[src/rtl/bwa_pkg.sv]
// Package: shared types of the bandwidth-adaptive allocation controller.
// Assumes an 8-bit fraction-of-peak representation for threshold and utilization.
package bwa_pkg;
    localparam int FRAC_W = 8;

    // Threshold: value/256 of peak bandwidth.
    typedef logic [FRAC_W-1:0] frac_t;
    // Utilization: 0..256, so one bit wider than the threshold.
    typedef logic [FRAC_W:0]   util_t;

    typedef enum logic {
        FILT_OFF = 1'b0,
        FILT_ON  = 1'b1
    } filt_state_e;
endpackage

[src/rtl/bwa_win_timer.sv]
// Module: window timer. Counts WIN_CYCLES cycles and flags the last cycle of each window.
// Assumes WIN_CYCLES >= 2. The first cycle after reset release is cycle 0.
module bwa_win_timer #(
    parameter int WIN_CYCLES = 256
) (
    input  logic clk,
    input  logic rst_n,
    output logic last_o
);
    localparam int CW = $clog2(WIN_CYCLES);

    logic [CW-1:0] cnt_q;

    // Flag the final cycle of the window.
    assign last_o = (cnt_q == CW'(WIN_CYCLES - 1));

    // Advance the cycle counter and wrap it at the window end.
    always_ff @(posedge clk) begin
        if (!rst_n)      cnt_q <= '0;
        else if (last_o) cnt_q <= '0;
        else             cnt_q <= cnt_q + 1'b1;
    end

    // a new window always begins right after the last cycle.
    assert_window_wrap_R2: assert property (@(posedge clk) disable iff (!rst_n)
        last_o |=> (cnt_q == '0));
endmodule

[src/rtl/bwa_beat_acc.sv]
// Module: beat accumulator. Sums the beat pulses of the current window.
// total_o includes the beat of the present cycle. The sum clears after the window's last cycle.
// Assumes at most one beat per cycle.
module bwa_beat_acc #(
    parameter int WIN_CYCLES = 256
) (
    input  logic                          clk,
    input  logic                          rst_n,
    input  logic                          beat_i,
    input  logic                          last_i,
    output logic [$clog2(WIN_CYCLES):0]   total_o
);
    localparam int TW = $clog2(WIN_CYCLES) + 1;

    logic [TW-1:0] acc_q;

    // Running total, the current beat included.
    assign total_o = acc_q + TW'(beat_i);

    // Accumulate, and restart from zero at each window boundary.
    always_ff @(posedge clk) begin
        if (!rst_n)      acc_q <= '0;
        else if (last_i) acc_q <= '0;
        else             acc_q <= total_o;
    end

    // a window can never hold more beats than cycles.
    assert_total_bound_R3: assert property (@(posedge clk) disable iff (!rst_n)
        total_o <= TW'(WIN_CYCLES));
    // nothing carries into the next window.
    assert_window_clear_R9: assert property (@(posedge clk) disable iff (!rst_n)
        last_i |=> (acc_q == '0));
endmodule

[src/rtl/bwa_util_scale.sv]
// Module: utilization scaler. Maps a beat count of a power-of-two window to a 0..256 fraction.
// Assumes WIN_CYCLES is a power of two. A parameter picks a right or left shift.
module bwa_util_scale
    import bwa_pkg::*;
#(
    parameter int WIN_CYCLES = 256
) (
    input  logic [$clog2(WIN_CYCLES):0] total_i,
    output util_t                       util_o
);
    localparam int WL = $clog2(WIN_CYCLES);
    localparam int XW = WL + FRAC_W + 2;

    logic [XW-1:0] wide;

    generate
        if (WL >= FRAC_W) begin : g_down
            // Long window: drop the low bits of the count.
            assign wide = XW'(total_i) >> (WL - FRAC_W);
        end else begin : g_up
            // Short window: widen the count to the fraction range.
            assign wide = XW'(total_i) << (FRAC_W - WL);
        end
    endgenerate

    assign util_o = util_t'(wide);
endmodule

[src/rtl/bwa_policy.sv]
// Module: policy state. Holds the filter-enable and updates it once per window, with hysteresis.
// Assumes util_i and thr_i are valid whenever last_i is 1.
module bwa_policy
    import bwa_pkg::*;
#(
    parameter int HYST = 8
) (
    input  logic  clk,
    input  logic  rst_n,
    input  logic  last_i,
    input  util_t util_i,
    input  frac_t thr_i,
    output logic  en_o
);
    localparam int CW = FRAC_W + 2;

    filt_state_e state_q, state_d;
    logic        above, well_below;

    // Compare in a widened range so that adding HYST cannot overflow.
    assign above      = CW'(util_i) > CW'(thr_i);
    assign well_below = (CW'(util_i) + CW'(HYST)) <= CW'(thr_i);

    // Choose the next state from the current state and this window's utilization.
    always_comb begin
        state_d = state_q;
        if (last_i) begin
            if (state_q == FILT_ON) begin
                if (well_below) state_d = FILT_OFF;
            end else begin
                if (above) state_d = FILT_ON;
            end
        end
    end

    // Register the state. Reset starts with filtering on.
    always_ff @(posedge clk) begin
        if (!rst_n) state_q <= FILT_ON;
        else        state_q <= state_d;
    end

    assign en_o = (state_q == FILT_ON);

    // the output moves only at a window end.
    assert_hold_midwin_R2: assert property (@(posedge clk) disable iff (!rst_n)
        !last_i |=> $stable(en_o));
    // utilization over threshold leaves filtering on.
    assert_turn_on_R4: assert property (@(posedge clk) disable iff (!rst_n)
        (last_i && (CW'(util_i) > CW'(thr_i))) |=> en_o);
    // utilization well below threshold switches filtering off.
    assert_turn_off_R5: assert property (@(posedge clk) disable iff (!rst_n)
        (last_i && en_o && ((CW'(util_i) + CW'(HYST)) <= CW'(thr_i))) |=> !en_o);
    // utilization inside the hysteresis band keeps filtering on.
    assert_band_hold_R6: assert property (@(posedge clk) disable iff (!rst_n)
        (last_i && en_o && ((CW'(util_i) + CW'(HYST)) > CW'(thr_i))) |=> en_o);
    // a threshold below the band width never releases filtering.
    assert_low_thr_R7: assert property (@(posedge clk) disable iff (!rst_n)
        (en_o && (CW'(thr_i) < CW'(HYST))) |=> en_o);
endmodule

[src/rtl/bw_alloc_ctrl.sv]
// Module: bandwidth-adaptive allocation controller (top).
// Measures memory beats over a fixed window and decides whether hot-page filtering gates DRAM-cache allocation.
// Assumes WINDOW_CYCLES is a power of two and at least 2, and at most one beat per cycle.
module bw_alloc_ctrl
    import bwa_pkg::*;
#(
    parameter int WINDOW_CYCLES = 256,
    parameter int HYST_LSB      = 8
) (
    input  logic       clk,
    input  logic       rst_n,
    input  logic       mem_beat_i,
    input  logic [7:0] util_thresh_i,
    output logic       filter_en_o
);
    localparam int TW = $clog2(WINDOW_CYCLES) + 1;

    logic          win_last;
    logic [TW-1:0] beat_total;
    util_t         util;

    // Window timing.
    bwa_win_timer #(.WIN_CYCLES(WINDOW_CYCLES)) u_timer (
        .clk    (clk),
        .rst_n  (rst_n),
        .last_o (win_last)
    );

    // Beat counting.
    bwa_beat_acc #(.WIN_CYCLES(WINDOW_CYCLES)) u_acc (
        .clk     (clk),
        .rst_n   (rst_n),
        .beat_i  (mem_beat_i),
        .last_i  (win_last),
        .total_o (beat_total)
    );

    // Scaling to a fraction of peak.
    bwa_util_scale #(.WIN_CYCLES(WINDOW_CYCLES)) u_scale (
        .total_i (beat_total),
        .util_o  (util)
    );

    // Decision with hysteresis.
    bwa_policy #(.HYST(HYST_LSB)) u_policy (
        .clk    (clk),
        .rst_n  (rst_n),
        .last_i (win_last),
        .util_i (util),
        .thr_i  (frac_t'(util_thresh_i)),
        .en_o   (filter_en_o)
    );
endmodule

[config.mk]
export PLATFORM = sky130hd
export DESIGN_NAME = bw_alloc_ctrl
export DESIGN_NICKNAME = d
export VERILOG_FILES = /design/src/rtl/bwa_pkg.sv /design/src/rtl/bwa_win_timer.sv /design/src/rtl/bwa_beat_acc.sv /design/src/rtl/bwa_util_scale.sv /design/src/rtl/bwa_policy.sv /design/src/rtl/bw_alloc_ctrl.sv
export SDC_FILE = /design/constraint.sdc
export NUM_CORES = 1
export LEC_CHECK = 0
export BUFFER_PORTS_ARGS = -buffer_cell sky130_fd_sc_hd__buf_2
export CAP_MARGIN = 5
export CORE_MARGIN = 1.5
export CORE_UTILIZATION = 61
export CTS_BUF_LIST = sky130_fd_sc_hd__clkbuf_16
export DETAILED_ROUTE_END_ITERATION = 10
export GPL_TIMING_DRIVEN = 0
export MAX_ROUTING_LAYER = met4
export PLACE_DENSITY = 0.88
export SLEW_MARGIN = 20
export SYNTH_ARGS = -nofsm -noshare
export SYNTH_HDL_FRONTEND = slang
export SYNTH_SLANG_ARGS = --single-unit
[constraint.sdc]
create_clock -name clk -period 8.95 [get_ports clk]
set_clock_uncertainty 0.2 [all_clocks]
set_input_delay 0.895 -clock clk [delete_from_list [all_inputs] [get_ports clk]]
set_output_delay 0.895 -clock clk [all_outputs]
set_load 0.1 [all_outputs]
# [Word level (Yosys, flattened, before mapping)]
# Cells that the tools add are included.
[op_classes] addsub=3 n_lt_le_gt_ge=2 n_eq_ne=1 n_mux=3 bitwise=1 reduce_logical=1
[ops] op="adder 9 x 4 -> 10 bit (second input constant)" count=1
[ops] op="less-or-equal comparator 10 x 8 -> 1 bit" count=1
[ops] op="adder 9 x 1 -> 9 bit" count=1
[ops] op="> comparator 9 x 8 -> 1 bit" count=1
[ops] op="adder 8 x 1 -> 8 bit (second input constant)" count=1
[ops] op="equality test 8 bit (second input constant)" count=1
[ops] op="two-way mux 1 bit" count=3
[ops] op="OR reduction 2 bit" count=1
[ops] op="NOT 1 bit" count=1
[totals] register_bits=18 in_bits=11 out_inout_bits=1 word_cells=14

# [Logic depth before layout (Yosys ltp)]
# Gate-level depths: netlist of run 1.
[logic_depth] word_depth=5 depth_mapped=12 mapped_depth_nobuf=12

# [By module]
# From an unflattened synthesis of run 1, not the netlist that was laid out.
[hier_totals] cells_unflattened=153 hier_area_um2=1288.7
[by_module_without_submodules] mod="bwa_policy" instances=1 cells_per_inst=60 area_each_um2=484.2 seq_area_each_um2=20.0
[by_module_without_submodules] mod="bwa_beat_acc" instances=1 cells_per_inst=45 area_each_um2=400.4 seq_area_each_um2=180.2
[by_module_without_submodules] mod="bwa_win_timer" instances=1 cells_per_inst=39 area_each_um2=336.6 seq_area_each_um2=160.2
[by_module_without_submodules] mod="bwa_util_scale" instances=1 cells_per_inst=9 area_each_um2=67.6 seq_area_each_um2=0.0

# [Worst setup path after synthesis of run 1]
# OpenSTA, ideal clock, no wires.
[synth_timing] path_type="input to register" start="input mem_beat_i" end="register u_policy.state_q, in the netlist u_policy.en_o" setup_ns=0.122 arrival_ns=3.123 required_ns=8.628 slack_ns=5.505 stages=12 n_path_buf=0 path_cell_list="ha_1 ha_1 nand3_1 xnor2_2 ha_1 xor2_1 ha_1 a21oi_1 o221ai_1 a211oi_1 a211oi_1 o32a_1"
[synth_via] elab_chain_cells=5 elab_cells_between_ends=7 cone_classes="2 x add/sub; 2 x order compare; 3 x mux"
[synth_lines] item="start, declared" line_no="bw_alloc_ctrl.sv:12" source="input logic mem_beat_i,"
[synth_lines] item="adder 9 x 1 -> 9 bit *" line_no="bwa_beat_acc.sv:18" source="assign total_o = acc_q + TW'(beat_i);"
[synth_lines] item="net beat_total[4]" line_no="bw_alloc_ctrl.sv:19" source="logic [TW-1:0] beat_total;"
[synth_lines] item="adder 9 x 4 -> 10 bit" line_no="bwa_policy.sv:22" source="assign well_below = (CW'(util_i) + CW'(HYST)) <= CW'(thr_i);"
[synth_lines] item="less-or-equal comparator 10 x 8 -> 1 bit" line_no="bwa_policy.sv:22"
[synth_lines] item="two-way mux 1 bit" line_no="bwa_policy.sv:29" source="if (well_below) state_d = FILT_OFF;"
[synth_lines] item="two-way mux 1 bit *" line_no="bwa_policy.sv:28" source="if (state_q == FILT_ON) begin"
[synth_lines] item="end signal, assigned" line_no="bwa_policy.sv:39" source="else state_q <= state_d;"
[synth_lines] item="end, declared" line_no="bwa_policy.sv:17" source="filt_state_e state_q, state_d;"
# Mark *: on every way through the listed nets, which the timed path passes. The rest lies on a longest branch.
# A chain may end at the register's enable or synchronous reset.

# [Worst setup path in the final report of run 1]
# Same ends and word-level chain as after synthesis.

==> impl_metrics.csv, run 1 <==
group,metric,value,unit
timing,tightest_slew,472,ps
yosys,synthAdderAreaFrac,18.5,%
place,place_hpwl,1710,um
yosys,syn_area_per_cell,8.76,um2
power_and_ir_drop,p_seq_share,44.9,%
clock_tree,numCtsBuffers,3,
die,core_area,1750,um2
worst_hold_path,holdCritPathClass,"flip-flop to flip-flop",
clock_tree,clk_pin_slew,50,ps
setup_path,path_max_fanout,4,
yosys,syn_inst,131,
die,die_h,46.4,um
global_routing,grt_pass1_wl,3640,um
clock_tree,clock_sinks,18,
die,die_width,46.4,um
timing,finalMaxSlewViolations,0,
run_status,status,"finished clean",
worst_hold_path,min_delay_worst_endpoint,"u_timer.cnt_q[0]$_SDFF_PP0_",
final_layout,layout-drive-gt1-share,12.4,%
setup_path,cp.required,8880,ps
setup_path,worstPathArrival,3490,ps
timing,period_share,39.8,%
die,die_area,2150,um2
worst_hold_path,min_path_cells,1,
yosys,synth.distinct_cells,30,
clock_tree,htreeDepth,1,
setup_path,setup.worst_path.class,"primary input to flip-flop",
die,start_util,65.7,%
power_and_ir_drop,switching_share,20.6,%
clock_tree,tritoncts,"built",
place,dpl.cell_count,167,
die,rows,15,
setup_path,end_kind,"flip-flop",
clock_tree,postCtsSetupBuffers,0,
setup_path,ff2ff_setup_slack,5800,ps
routing,via_per_inst,5.46,
power_and_ir_drop,power_density,144,nW/um2
routing,totalWireLength,2220,um
yosys,synth_top_family_by_area,"simple AND/OR/NAND/NOR gates",
clock_tree,cts_resized,0,
timing,period_minus_slack,3560,ps
power_and_ir_drop,p_leak,0.000644,uW
place,post-place-ws,5140,ps
timing,maxClockFrequency,281,MHz
yosys,synthSimpleGateAreaFrac,22.7,%
clock_tree,insertion_delay,240,ps
setup_path,reg2reg_depth,12,
routing,route.detailed.drc,0,
yosys,yosysSeqAreaShare,31.4,%
global_routing,grtUsageTotal,25.1,%
global_routing,grt-ovfl-total,0,
power_and_ir_drop,comb_power_share,10.0,%
power_and_ir_drop,p_sw,38.7,uW
routing,antenna_left,0,
yosys,ys_warn_count,0,
clock_tree,clock-root-buffer,"clkbuf_16",
clock_tree,cts_buffer_depth,2,
yosys,synthMuxAreaShare,0.872,%
routing,vias,928,
clock_tree,hold_buffers,0,
final_layout,final_cells,170,
yosys,synth-async-reset-ratio,0,%
yosys,synth_area_leaders,"dfxtp_1 (31%), ha_1 (19%), xor2_1 (6.1%), nor2_1 (4.6%), xnor2_1 (4.6%)",
job,maxCapViolCount,0,
setup_path,r2r_start,"u_acc.acc_q[0]$_SDFF_PP0_",
timing,max-slew-margin-rel,68.3,%
routing,first_pass_iters,4,
yosys,synth_edf_count,0,
setup_path,cp-startpoint,"mem_beat_i",
timing,whs,299,ps
yosys,netlist.top_cell.by_area,"dfxtp_1",
worst_hold_path,hold_path.startpoint,"u_timer.cnt_q[0]$_SDFF_PP0_",
power_and_ir_drop,clock_power_share,45.1,%
timing,hold_violations,0,
timing,fin_tns_setup,0,ps
die,io-pin-count,12,
global_routing,antenna_found_initial,0,
global_routing,grt_start_max_net_pins,11,
timing,setup_ws,5390,ps
yosys,synth_top_flop_cell,"dfxtp_1",
final_layout,synthToLayoutAreaGrowth,14.1,%
yosys,synthesis.area,1150,um2
final_layout,nets,175,
place,portBuffers,11,
routing,wl_per_cell,13.1,um
power_and_ir_drop,peakVddDrop,0.173,mV
power_and_ir_drop,p_int,149,uW
setup_path,r2r-end,"u_policy.en_o$_SDFFE_PN1P_",
yosys,yosys_register_bits,18,
yosys,synth_xor_area_share,13.5,%
final_layout,final_cell_mix,"dfxtp_1 (18), ha_1 (17), nor2_1 (14)",
final_layout,layout_commonest_cell,"dfxtp_1",
setup_path,startpoint_type,"primary input",
final_layout,n_antenna_cell,0,
place,place_congestion,0.831,
yosys,synthDominantCellAreaShare,31.4,%
timing,setup_viol,0,
routing,first_iter_violations,17,
yosys,synth_compound_area_share,8.07,%
yosys,syn_nets,159,
timing,rsz0062_at_grt,"false",
global_routing,grt_pass1_vias,859,
layer usage:
layer / GRT usage (%) / up-vias / routed length, um
met4: 1.71 / 0 / 0
met2: 43.9 / 22 / 1140
met1: 29.8 / 431 / 1010
met5: - / - / 0
li1: - / 475 / -
met3: 7.06 / 0 / 82
through the flow:
step,instance area [um2],util (%),total power (uW)
floorplan,1150,-,98.1
global placement,1230,70.7,103
detailed placement,1230,70.7,104
CTS,1310,75.0,189
global route,1310,75.0,196
finish,1310,75.0,188
layout make-up:
type	count	area, um2
Buffer	1	3.75
Inverter	14	52.6
Fill cell	133	437
Sequential cell	18	360
Tap cell	25	31.3
Multi-Input combinational cell	98	731
Timing Repair Buffer	11	55.1
Clock buffer	3	75.1
synthesized netlist by cell type, drive strengths merged, types with 2 or more instances:
master / number
a211oi: 2
xnor2: 7
inv: 14
nand2b: 2
xor2: 9
nor2b: 4
dfxtp: 18
ha: 17
and3: 2
and2: 2
nor2: 14
a21oi: 6
nand3: 10
nand3b: 2
nand4: 4
and4: 2
nand2: 6
nor3: 2
worst max-delay path, cell delays in order:
cell and delay (ps):
buf_2 80, ha_1 210, ha_1 260, nand3_1 140
xnor2_2 180, ha_1 240, xor2_1 170, ha_1 330
a21oi_1 160, o221ai_1 140, a211oi_1 260, a211oi_1 80
o32a_1 330
power by group through the flow:
stage | Clock, uW | Combinational, uW | Sequential, uW
detailed placement | 0 | 18.7 | 85.8
floorplan | 0 | 12.8 | 85.3
finish | 84.7 | 18.9 | 84.3
global route | 89.4 | 21.9 | 84.6
CTS | 85.4 | 19.0 | 84.3
global placement | 0 | 17.8 | 85.6
registers in the layout, indices dropped and copies added (netlist names):
name / flops
u_acc.acc_q: 9
u_policy.en_o: 1
u_timer.cnt_q: 8
worst max path at each step:
stage                                       endpoint
after floorplan           u_policy.en_o$_SDFFE_PN1P_
after global placement    u_policy.en_o$_SDFFE_PN1P_
after detailed placement  u_policy.en_o$_SDFFE_PN1P_
after CTS                 u_policy.en_o$_SDFFE_PN1P_
after global routing      u_policy.en_o$_SDFFE_PN1P_
final                     u_policy.en_o$_SDFFE_PN1P_
cells by family (layout without fill, tap and decap cells):
group	count (synthesis)	count (layout)
xor+xnor	16	16
mux	1	1
compound gates	14	14
buf+inv	15	29
simple gates	50	50
flops	18	18
fa+ha+maj	17	17
Power figures use the tool's default switching activity.
==> run 2, diff against run 1 <==
Settings changed: CORE_UTILIZATION 61 to 57, PLACE_DENSITY 0.88 to 0.84.
Clock period 8.95 ns to 3.5 ns, I/O delays scaled along.
==> run 2 against run 1 <==
  * Die area grew 6.6%
  * Clock-buffer cell count unchanged
  * Sequential share of layout area down 0.13 points
  * Worst hold slack got worse by 140 ps
  * Clock power grew to 2.7 times the previous value
  * Core utilization shrank 6.6 points
  * Critical path type is now flip-flop to flip-flop
  * Largest cell class unchanged
  * Highest routed layer is now met4
==> impl_metrics.csv, run 2 (same netlist as run 1, synthesis figures left out) <==
group,metric,value,unit
run_status,status,"finished clean",
timing,period_minus_slack,3200,ps
final_layout,n_antenna_cell,0,
final_layout,synthToLayoutAreaGrowth,14.6,%
setup_path,setup.worst_path.class,"flip-flop to flip-flop",
routing,vias,905,
global_routing,grt_pass1_wl,3610,um
timing,tightest_slew,482,ps
power_and_ir_drop,power_density,371,nW/um2
clock_tree,postCtsSetupBuffers,0,
final_layout,layout-drive-gt1-share,12.3,%
routing,route.detailed.drc,0,
worst_hold_path,holdCritPathClass,"primary input to flip-flop",
setup_path,path_max_fanout,4,
global_routing,grt_pass1_vias,902,
die,io-pin-count,12,
timing,fin_tns_setup,0,ps
die,die_area,2290,um2
routing,wl_per_cell,12.4,um
setup_path,startpoint_type,"flip-flop",
routing,wl_met3,70,um
final_layout,fin_area,1320,um2
routing,first_pass_iters,3,
clock_tree,clock_sinks,18,
timing,max-slew-margin-rel,68.1,%
routing,via_per_inst,5.23,
clock_tree,insertion_delay,250,ps
routing,totalWireLength,2150,um
timing,rsz0062_at_grt,"false",
timing,period_share,91.5,%
die,die_width,47.9,um
die,die_h,47.9,um
die,core_area,1920,um2
final_layout,multi_input_area,731,um2
final_layout,regMostFlops,"u_acc.acc_q",
place,portBuffers,11,
setup_path,cp.required,3430,ps
global_routing,grt-ovfl-total,0,
clock_tree,cts_buffer_depth,2,
power_and_ir_drop,p_leak,0.000645,uW
job,maxCapViolCount,0,
global_routing,antenna_found_initial,0,
clock_tree,cts_resized,0,
routing,first_iter_violations,13,
die,rows,16,
clock_tree,clk_pin_slew,50,ps
routing,met1Wirelength,956,um
timing,hold_violations,0,
clock_tree,numCtsBuffers,3,
place,place_hpwl,1690,um
clock_tree,tritoncts,"built",
routing,wl_met2,1100,um
routing,antenna_left,0,
timing,maxClockFrequency,312,MHz
final_layout,nets,175,
timing,setup_viol,0,
setup_path,worstPathArrival,3140,ps
die,start_util,59.7,%
clock_tree,hold_buffers,0,
global_routing,grtUsageTotal,23.1,%
timing,finalMaxSlewViolations,0,
clock_tree,htreeDepth,1,
setup_path,end_kind,"flip-flop",
clock_tree,clock-root-buffer,"clkbuf_16",
final_layout,layout_commonest_cell,"dfxtp_1",
final_layout,regArea,360,um2
final_layout,largest_reg_flops,9,
place,place_area,1240,um2
final_layout,fillers,171,
power_and_ir_drop,peakVddDrop,0.303,mV
place,place_congestion,0.884,
global_routing,grt_start_max_net_pins,11,
final_layout,final_cell_mix,"dfxtp_1 (18), ha_1 (17), nor2_1 (14)",
routing,dr.max_layer_used,"met4",
## run 2: report_power, final
part	internal (uW)	leakage [uW]	switching (uW)	total [uW]
logic	20.5	0.000461	25.9	46.3
clock network	152	0.0000385	74.9	227
registers	211	0.000146	4.15	215
## run 2: final cells by class
| cell class | instances | share of cell area (%) |
|---|---|---|
| multi-input combinational | 98 | 55.6 |
| clock inverter | 1 | 0.285 |
| tap | 27 | 2.57 |
| clock buffer | 3 | 5.71 |
| inverter | 14 | 4.00 |
| sequential | 18 | 27.4 |
| timing repair buffer | 11 | 4.19 |
| buffer | 1 | 0.285 |
## run 2: final timing paths
| check | slack [ps] | cells after the start | from | end |
|---|---|---|---|---|
| max | 300 | 12 | u_acc.acc_q[0]$_SDFF_PP0_ | u_policy.en_o$_SDFFE_PN1P_ |
| min | 160 | 2 | rst_n | u_timer.cnt_q[6]$_SDFF_PP0_ |
| max reg2reg | 300 | 12 | u_acc.acc_q[0]$_SDFF_PP0_ | u_policy.en_o$_SDFFE_PN1P_ |
| min reg2reg | 260 | 1 | u_timer.cnt_q[0]$_SDFF_PP0_ | u_timer.cnt_q[0]$_SDFF_PP0_ |
## run 2: per-stage QoR
step	setup WS, ps	hold WS [ps]	utilization [%]	total power, uW	std cells
6_report	298	162	68.4	488	173
2_1_floorplan	600	226	-	251	131
3_5_place_dp	218	244	64.3	265	169
5_1_grt	13.8	193	68.4	507	173
3_3_place_gp	285	239	64.3	263	169
4_1_cts	307	165	68.4	492	173
## run 2: metal layers
metal	GRT usage, %	vias to the layer above
li1	-	475
met1	25.2	415
met2	42.1	11
met3	4.91	4
met4	5.41	0
met5	-	-
## run 2: worst max-delay path, stage by stage (launching register included)
cell and delay (ps):
dfxtp_1 300, ha_1 200, ha_1 270, nand3_1 140, xnor2_2 250, ha_1 280, xor2_1 200, ha_1 290
a21oi_1 150, o221ai_1 140, a211oi_1 270, a211oi_1 70, o32a_1 320
